**config.mk**
```make
export PLATFORM = sky130hd
export DESIGN_NAME = pkt_assembler
export DESIGN_NICKNAME = d
export VERILOG_FILES = /design/src/rtl/pkt_asm_pkg.sv /design/src/rtl/pkt_serializer.sv /design/src/rtl/pkt_chk16.sv /design/src/rtl/pkt_field_seq.sv /design/src/rtl/pkt_assembler.sv
export SDC_FILE = /design/constraint.sdc
export NUM_CORES = 1
export LEC_CHECK = 0
export ABC_CLOCK_PERIOD_IN_PS = 1550
export BUFFER_PORTS_ARGS = -buffer_cell sky130_fd_sc_hd__buf_4
export CAP_MARGIN = 20
export CELL_PAD_IN_SITES_DETAIL_PLACEMENT = 0
export CELL_PAD_IN_SITES_GLOBAL_PLACEMENT = 2
export CORE_UTILIZATION = 25
export DETAILED_ROUTE_END_ITERATION = 10
export GPL_ROUTABILITY_DRIVEN = 0
export PLACE_DENSITY = 0.77
export SLEW_MARGIN = 20
export SYNTH_ARGS = -nofsm -noshare
export SYNTH_HDL_FRONTEND = slang
export SYNTH_HIERARCHICAL = 1
export SYNTH_SLANG_ARGS = --single-unit
```
**constraint.sdc**
```tcl
create_clock -name clk -period 1.55 [get_ports clk]
set_input_delay 0.155 -clock clk [delete_from_list [all_inputs] [get_ports clk]]
set_output_delay 0.155 -clock clk [all_outputs]
set_load 0.005 [all_outputs]
```
**src/rtl/pkt_asm_pkg.sv**
```systemverilog
package pkt_asm_pkg;

  localparam int BYTE_W = 8;
  localparam int CNT_W  = 8;
  localparam int BIT_IDX_W = $clog2(BYTE_W);

  localparam logic [BYTE_W-1:0] TRAIN_BYTE = 8'h55;
  localparam logic [15:0]       CHK_POLY   = 16'h1021;
  localparam logic [15:0]       CHK_INIT   = 16'hFFFF;

  typedef enum logic [3:0] {
    FLD_IDLE,
    FLD_PRE,
    FLD_SYNC,
    FLD_HDR,
    FLD_LEN,
    FLD_PAY,
    FLD_CHKH,
    FLD_CHKL,
    FLD_FIN
  } field_e;

  // one byte through the checksum, MSB first
  function automatic logic [15:0] chk_step(input logic [15:0] cur,
                                           input logic [BYTE_W-1:0] data);
    logic [15:0] c;
    c = cur;
    for (int i = BYTE_W - 1; i >= 0; i--) begin
      if (c[15] ^ data[i]) c = {c[14:0], 1'b0} ^ CHK_POLY;
      else                 c = {c[14:0], 1'b0};
    end
    return c;
  endfunction

endpackage

```
**src/rtl/pkt_serializer.sv**
```systemverilog
module pkt_serializer
  import pkt_asm_pkg::*;
(
  input  logic              clk,
  input  logic              rst_n,
  input  logic              take_i,
  input  logic [BYTE_W-1:0] byte_i,
  output logic              bit_o,
  output logic              vld_o,
  output logic              room_o,
  output logic              last_o
);

  logic [BYTE_W-1:0]    sh_q, sh_d;
  logic [BIT_IDX_W-1:0] cnt_q, cnt_d;
  logic                 full_q, full_d;

  assign last_o = full_q && (cnt_q == BIT_IDX_W'(BYTE_W - 1));
  assign room_o = !full_q || last_o;
  assign bit_o  = sh_q[BYTE_W-1];
  assign vld_o  = full_q;

  always_comb begin
    sh_d   = sh_q;
    cnt_d  = cnt_q;
    full_d = full_q;
    if (take_i) begin
      sh_d   = byte_i;
      cnt_d  = '0;
      full_d = 1'b1;
    end else if (full_q) begin
      sh_d   = {sh_q[BYTE_W-2:0], 1'b0};
      cnt_d  = cnt_q + 1'b1;
      full_d = !last_o;
    end
  end

  always_ff @(posedge clk or negedge rst_n) begin
    if (!rst_n) begin
      sh_q   <= '0;
      cnt_q  <= '0;
      full_q <= 1'b0;
    end else begin
      sh_q   <= sh_d;
      cnt_q  <= cnt_d;
      full_q <= full_d;
    end
  end

endmodule

```
**src/rtl/pkt_chk16.sv**
```systemverilog
module pkt_chk16
  import pkt_asm_pkg::*;
(
  input  logic              clk,
  input  logic              rst_n,
  input  logic              clr_i,
  input  logic              upd_i,
  input  logic [BYTE_W-1:0] byte_i,
  output logic [15:0]       chk_o
);

  logic [15:0] chk_q, chk_d;

  always_comb begin
    chk_d = chk_q;
    if (clr_i)      chk_d = CHK_INIT;
    else if (upd_i) chk_d = chk_step(chk_q, byte_i);
  end

  always_ff @(posedge clk or negedge rst_n) begin
    if (!rst_n) chk_q <= CHK_INIT;
    else        chk_q <= chk_d;
  end

  assign chk_o = chk_q;

endmodule

```
**src/rtl/pkt_field_seq.sv**
```systemverilog
module pkt_field_seq
  import pkt_asm_pkg::*;
#(
  parameter  int SYNC_MAX = 4,
  parameter  int HDR_MAX  = 4,
  localparam int SL_W     = $clog2(SYNC_MAX),
  localparam int HL_W     = $clog2(HDR_MAX + 1)
) (
  input  logic                  clk,
  input  logic                  rst_n,
  input  logic                  start_i,
  input  logic [CNT_W-1:0]      cfg_pre_len_i,
  input  logic [SL_W-1:0]       cfg_sync_len_i,
  input  logic [8*SYNC_MAX-1:0] cfg_sync_word_i,
  input  logic [HL_W-1:0]       cfg_hdr_len_i,
  input  logic [8*HDR_MAX-1:0]  cfg_hdr_i,
  input  logic                  cfg_len_en_i,
  input  logic [CNT_W-1:0]      cfg_pay_len_i,
  input  logic                  cfg_crc_en_i,
  input  logic [BYTE_W-1:0]     pl_data_i,
  input  logic                  pl_valid_i,
  input  logic                  room_i,
  input  logic                  last_bit_i,
  input  logic [15:0]           chk_i,
  output logic                  take_o,
  output logic [BYTE_W-1:0]     byte_o,
  output logic                  pl_ready_o,
  output logic                  chk_clr_o,
  output logic                  chk_upd_o,
  output logic                  done_o,
  output logic                  busy_o
);

  field_e          fld_q, fld_d;
  logic [CNT_W-1:0] idx_q, idx_d;
  logic             done_q, done_d;

  logic [CNT_W-1:0] pre_n, sync_n, hdr_n;
  field_e           after_pay, after_len, after_hdr, after_sync, succ;
  logic             avail, fld_last;
  logic [BYTE_W-1:0] sync_byte, hdr_byte;

  // effective field lengths
  assign pre_n  = (cfg_pre_len_i == '0) ? CNT_W'(1) : cfg_pre_len_i;
  assign sync_n = CNT_W'(cfg_sync_len_i) + CNT_W'(1);
  assign hdr_n  = (cfg_hdr_len_i > HL_W'(HDR_MAX)) ? CNT_W'(HDR_MAX)
                                                   : CNT_W'(cfg_hdr_len_i);

  // successor of each optional field, skipping empty ones
  assign after_pay  = cfg_crc_en_i ? FLD_CHKH : FLD_FIN;
  assign after_len  = (cfg_pay_len_i != '0) ? FLD_PAY : after_pay;
  assign after_hdr  = cfg_len_en_i ? FLD_LEN : after_len;
  assign after_sync = (hdr_n != '0) ? FLD_HDR : after_hdr;

  // byte pick from the register-held words, first byte on top
  always_comb begin
    sync_byte = '0;
    for (int k = 0; k < SYNC_MAX; k++)
      if (idx_q == CNT_W'(k)) sync_byte = cfg_sync_word_i[8*(SYNC_MAX-1-k) +: 8];
  end

  always_comb begin
    hdr_byte = '0;
    for (int k = 0; k < HDR_MAX; k++)
      if (idx_q == CNT_W'(k)) hdr_byte = cfg_hdr_i[8*(HDR_MAX-1-k) +: 8];
  end

  // byte source for the current field
  always_comb begin
    avail    = 1'b0;
    byte_o   = '0;
    fld_last = 1'b0;
    succ     = FLD_FIN;
    unique case (fld_q)
      FLD_PRE: begin
        avail    = 1'b1;
        byte_o   = TRAIN_BYTE;
        fld_last = (idx_q == pre_n - CNT_W'(1));
        succ     = FLD_SYNC;
      end
      FLD_SYNC: begin
        avail    = 1'b1;
        byte_o   = sync_byte;
        fld_last = (idx_q == sync_n - CNT_W'(1));
        succ     = after_sync;
      end
      FLD_HDR: begin
        avail    = 1'b1;
        byte_o   = hdr_byte;
        fld_last = (idx_q == hdr_n - CNT_W'(1));
        succ     = after_hdr;
      end
      FLD_LEN: begin
        avail    = 1'b1;
        byte_o   = cfg_pay_len_i;
        fld_last = 1'b1;
        succ     = after_len;
      end
      FLD_PAY: begin
        avail    = pl_valid_i;
        byte_o   = pl_data_i;
        fld_last = (idx_q == cfg_pay_len_i - CNT_W'(1));
        succ     = after_pay;
      end
      FLD_CHKH: begin
        avail    = 1'b1;
        byte_o   = chk_i[15:8];
        fld_last = 1'b1;
        succ     = FLD_CHKL;
      end
      FLD_CHKL: begin
        avail    = 1'b1;
        byte_o   = chk_i[7:0];
        fld_last = 1'b1;
        succ     = FLD_FIN;
      end
      default: ;
    endcase
  end

  assign take_o     = avail && room_i;
  assign pl_ready_o = (fld_q == FLD_PAY) && room_i;
  assign chk_clr_o  = start_i && (fld_q == FLD_IDLE);
  assign chk_upd_o  = take_o && ((fld_q == FLD_HDR) || (fld_q == FLD_LEN) ||
                                 (fld_q == FLD_PAY));

  // next state
  always_comb begin
    fld_d  = fld_q;
    idx_d  = idx_q;
    done_d = 1'b0;
    if (fld_q == FLD_IDLE) begin
      if (start_i) begin
        fld_d = FLD_PRE;
        idx_d = '0;
      end
    end else if (fld_q == FLD_FIN) begin
      if (last_bit_i) begin
        fld_d  = FLD_IDLE;
        done_d = 1'b1;
      end
    end else if (take_o) begin
      if (fld_last) begin
        fld_d = succ;
        idx_d = '0;
      end else begin
        idx_d = idx_q + CNT_W'(1);
      end
    end
  end

  always_ff @(posedge clk or negedge rst_n) begin
    if (!rst_n) begin
      fld_q  <= FLD_IDLE;
      idx_q  <= '0;
      done_q <= 1'b0;
    end else begin
      fld_q  <= fld_d;
      idx_q  <= idx_d;
      done_q <= done_d;
    end
  end

  assign done_o = done_q;
  assign busy_o = (fld_q != FLD_IDLE);

endmodule

```
**src/rtl/pkt_assembler.sv**
```systemverilog
module pkt_assembler
  import pkt_asm_pkg::*;
#(
  parameter  int SYNC_MAX = 4,
  parameter  int HDR_MAX  = 4,
  localparam int SL_W     = $clog2(SYNC_MAX),
  localparam int HL_W     = $clog2(HDR_MAX + 1)
) (
  input  logic                  clk,
  input  logic                  rst_n,
  input  logic                  start_i,
  input  logic [CNT_W-1:0]      cfg_pre_len_i,
  input  logic [SL_W-1:0]       cfg_sync_len_i,
  input  logic [8*SYNC_MAX-1:0] cfg_sync_word_i,
  input  logic [HL_W-1:0]       cfg_hdr_len_i,
  input  logic [8*HDR_MAX-1:0]  cfg_hdr_i,
  input  logic                  cfg_len_en_i,
  input  logic [CNT_W-1:0]      cfg_pay_len_i,
  input  logic                  cfg_crc_en_i,
  input  logic [BYTE_W-1:0]     pl_data_i,
  input  logic                  pl_valid_i,
  output logic                  pl_ready_o,
  output logic                  bit_o,
  output logic                  bit_vld_o,
  output logic                  done_o
);

  // reset: asserted asynchronously, released on the clock
  logic [1:0] rsync_q;
  logic       rst_core_n;

  always_ff @(posedge clk or negedge rst_n) begin
    if (!rst_n) rsync_q <= '0;
    else        rsync_q <= {rsync_q[0], 1'b1};
  end
  assign rst_core_n = rsync_q[1];

  logic              take, room, last_bit, chk_clr, chk_upd, busy;
  logic [BYTE_W-1:0] byte_nx;
  logic [15:0]       chk;

  pkt_field_seq #(
    .SYNC_MAX (SYNC_MAX),
    .HDR_MAX  (HDR_MAX)
  ) u_seq (
    .clk             (clk),
    .rst_n           (rst_core_n),
    .start_i         (start_i),
    .cfg_pre_len_i   (cfg_pre_len_i),
    .cfg_sync_len_i  (cfg_sync_len_i),
    .cfg_sync_word_i (cfg_sync_word_i),
    .cfg_hdr_len_i   (cfg_hdr_len_i),
    .cfg_hdr_i       (cfg_hdr_i),
    .cfg_len_en_i    (cfg_len_en_i),
    .cfg_pay_len_i   (cfg_pay_len_i),
    .cfg_crc_en_i    (cfg_crc_en_i),
    .pl_data_i       (pl_data_i),
    .pl_valid_i      (pl_valid_i),
    .room_i          (room),
    .last_bit_i      (last_bit),
    .chk_i           (chk),
    .take_o          (take),
    .byte_o          (byte_nx),
    .pl_ready_o      (pl_ready_o),
    .chk_clr_o       (chk_clr),
    .chk_upd_o       (chk_upd),
    .done_o          (done_o),
    .busy_o          (busy)
  );

  pkt_chk16 u_chk16 (
    .clk    (clk),
    .rst_n  (rst_core_n),
    .clr_i  (chk_clr),
    .upd_i  (chk_upd),
    .byte_i (byte_nx),
    .chk_o  (chk)
  );

  pkt_serializer u_ser (
    .clk    (clk),
    .rst_n  (rst_core_n),
    .take_i (take),
    .byte_i (byte_nx),
    .bit_o  (bit_o),
    .vld_o  (bit_vld_o),
    .room_o (room),
    .last_o (last_bit)
  );

endmodule

```
==> reports/qor.csv <==
stage,metric,value,unit
floorplan,core,16520,um^2
sta,hold_viol,0,
power,ir_drop,922.1,uV
sta,rsz0062_at_grt,yes,
clock_network,cts.clk_slew.worst_paths,60,ps
critical_path,cp_slowest_cell,or4_4,
critical_path,reg2reg_slack,-1620,ps
floorplan,ios,103,
grt,grt_max_degree,42,
floorplan,dieArea,17400,um^2
clock_network,insertion_delay,290,ps
yosys,ys.warnings.count,6,
sta,worst_pin_slew,491.9,ps
finish,area_growth,71.24,%
sta,fmax,0.3151,GHz
clock_network,htree_levels,2,
finish,final_nets,823,
critical_path,worstSetupStartpointType,register,
sta,fin_ws,-1623,ps
grt,first_global_vias,4876,
floorplan,die_h,131.9,um
critical_path,timing.rr.end,u_chk16/chk_o[5]$_DFFE_PN1P_,
sta,post-route-period-util,204.7,%
clock_network,root_buffer,clkbuf_16,
clock_network,numCtsBuffers,5,
critical_path,worst-r2r-cell-count,11,
floorplan,initial_core_util,25.54,%
critical_path,path_delay_family,simple AND/OR/NAND/NOR gates,
grt,grt_overflow_total,0,
route,num_vias,4608,
place,dp_slack,-1710,ps
run_status,violations,setup timing,
sta,finalSetupViolations,41,
clock_network,cts_sinks,43,
critical_path,crit_arrival,3400,ps
route,route.antenna.remaining_nets,0,
sta,hold-worst-slack,173.8,ps
grt,antenna_found_initial,0,
clock_network,tritoncts,built,
yosys,syn-num-nets,594,
finish,n_antenna_cell,0,
grt,grt_pass1_wl,25030,um
route,route.detailed.drc,0,
critical_path,crit_chain,or4_4 -> nor3_4 -> nand2_2 -> buf_6 -> nor2_1 -> a21oi_1 -> mux4_2 -> a22o_4 -> xnor2_4 -> xnor3_1 -> a21oi_2,
power,power-per-cell-area,2131,nW/um^2
sta,drv_slew,0,
finish,regArea,1101,um^2
grt,grt_use_total,18.04,%
critical_path,crit_type,reg2reg,
run,cap_violations,0,
place,dp_hpwl,12100,um
critical_path,cp-end-kind,register,
clock_network,clk_path_buf_depth,2,
route,routed_via_density,4.923,
finish,drive_gt1_share,55.31,%
yosys,syn_area,4220,um^2
finish,multiInputGateArea,3448,um^2
sta,skew,4.313,ps
yosys,synth_area_per_cell,8.684,um^2
floorplan,die_w,131.9,um
place,port_buffers,102,
critical_path,required,1770,ps
power,p_leak,3.208,nW
route,wl,15920,um
route,first_pass_iters,5,
route,drt_iter0_markers,190,
floorplan,num_rows,47,
route,avgRoutedWirePerCell,17.01,um
critical_path,crit_fanout,7,
sta,min_period,3173,ps
sta,slew_headroom,66.95,%
yosys,syn_inst,486,
critical_path,critPathBufInv,1,
run_status,outcome,"finished, violations left",
critical_path,timing.rr.start,u_seq/idx_q[7]$_DFFE_PN0P_,
finish,nFillCells,1633,
min_path,min_path_type,in2async,
critical_path,max_stage_delay,550,ps
[where the power goes]
group	switching [mW]	leakage, nW	internal (mW)	total, mW
Sequential	0.241	0.514	1.59	1.83
Combinational	5.42	2.61	6.92	12.3
Clock	0.471	0.0838	0.761	1.23
[cells in the final DEF (no fill, tap or decap), drive strengths merged, types with 7 or more instances in the layout]
cell type  instances
buf              260
nor2              55
a21oi             41
nand2             40
dfrtp             27
o21ai             26
mux2i             22
nor3              19
dfstp             16
xnor2             16
nand2b            14
inv               11
o211ai            10
nand3             10
xor2              10
ha                 9
nor2b              8
a211o              8
xnor3              8
mux4               8
a222oi             8
a22oi              7
[state kept, by name, indices dropped and copies added, names as in the netlist]
name	cells
rsync_q	2
u_chk16/chk_o	16
u_seq/done_o	1
u_seq/fld_q	4
u_seq/idx_q	8
u_ser/cnt_q	3
u_ser/sh_q	8
u_ser/vld_o	1
[worst reg2reg max path, cell delays in order, from the launching register on]
cell	delay [ps]
dfrtp_1	380
or4_4	550
nor3_4	250
nand2_2	130
buf_6	160
nor2_1	80
a21oi_1	50
mux4_2	480
a22o_4	260
xnor2_4	200
xnor3_1	440
a21oi_2	140
[how the worst max path moves through the flow]
stage	slack (ps)	end	cells after the start	from
after CTS	-1580	u_chk16/chk_o[13]$_DFFE_PN1P_	12	u_seq/idx_q[7]$_DFFE_PN0P_
final	-1620	u_chk16/chk_o[5]$_DFFE_PN1P_	11	u_seq/idx_q[7]$_DFFE_PN0P_
after global placement	-1690	u_chk16/chk_o[14]$_DFFE_PN1P_	11	u_seq/idx_q[7]$_DFFE_PN0P_
after global routing	-1750	u_chk16/chk_o[11]$_DFFE_PN1P_	15	u_seq/idx_q[7]$_DFFE_PN0P_
after floorplan	-1720	u_chk16/chk_o[14]$_DFFE_PN1P_	14	u_seq/idx_q[7]$_DFFE_PN0P_
after detailed placement	-1710	u_chk16/chk_o[6]$_DFFE_PN1P_	12	u_seq/idx_q[7]$_DFFE_PN0P_
[per-stage QoR]
stage / instances / TNS (ps) / cell area, um^2 / utilization (%) / total power, mW
floorplan: 486 / -46740 / 4506 / - / 8.547
detailed placement: 893 / -54250 / 6215 / 37.61 / 11.71
CTS: 924 / -51360 / 6829 / 41.33 / 14.40
finish: 936 / -51620 / 7227 / 43.73 / 15.40
global route: 936 / -56570 / 7227 / 43.73 / 16.37
global placement: 893 / -52660 / 6215 / 37.61 / 11.53
[layout make-up]
cell class	count	share of cell area (%)
multi-input cells	393	47.71
repair buffers	261	30.19
flip-flops and latches	43	15.24
well taps	220	3.809
clock buffers	5	1.731
inverters	11	0.7098
clock inverters	3	0.6060
[metal layers]
metal | part of all wire, % | global-route usage [%] | vias up
li1 | - | - | 2244
met2 | 51 | 32.16 | 108
met4 | 0.94 | 4.393 | 0
met3 | 4.2 | 2.076 | 11
met1 | 44 | 23.08 | 2245
met5 | 0 | 0 | -
[repair_timing]
action / in CTS / in global routing
setup endpoints to repair: 41 / 42
setup buffers: 22 / 15
gates resized for setup: 52 / 70
endpoints found under the hold margin: 2 / 0
hold buffers: 1 / 0
pin swaps: 30 / 34
cloned: 1 / 1
Note: power is estimated with default switching activity, not from simulation.
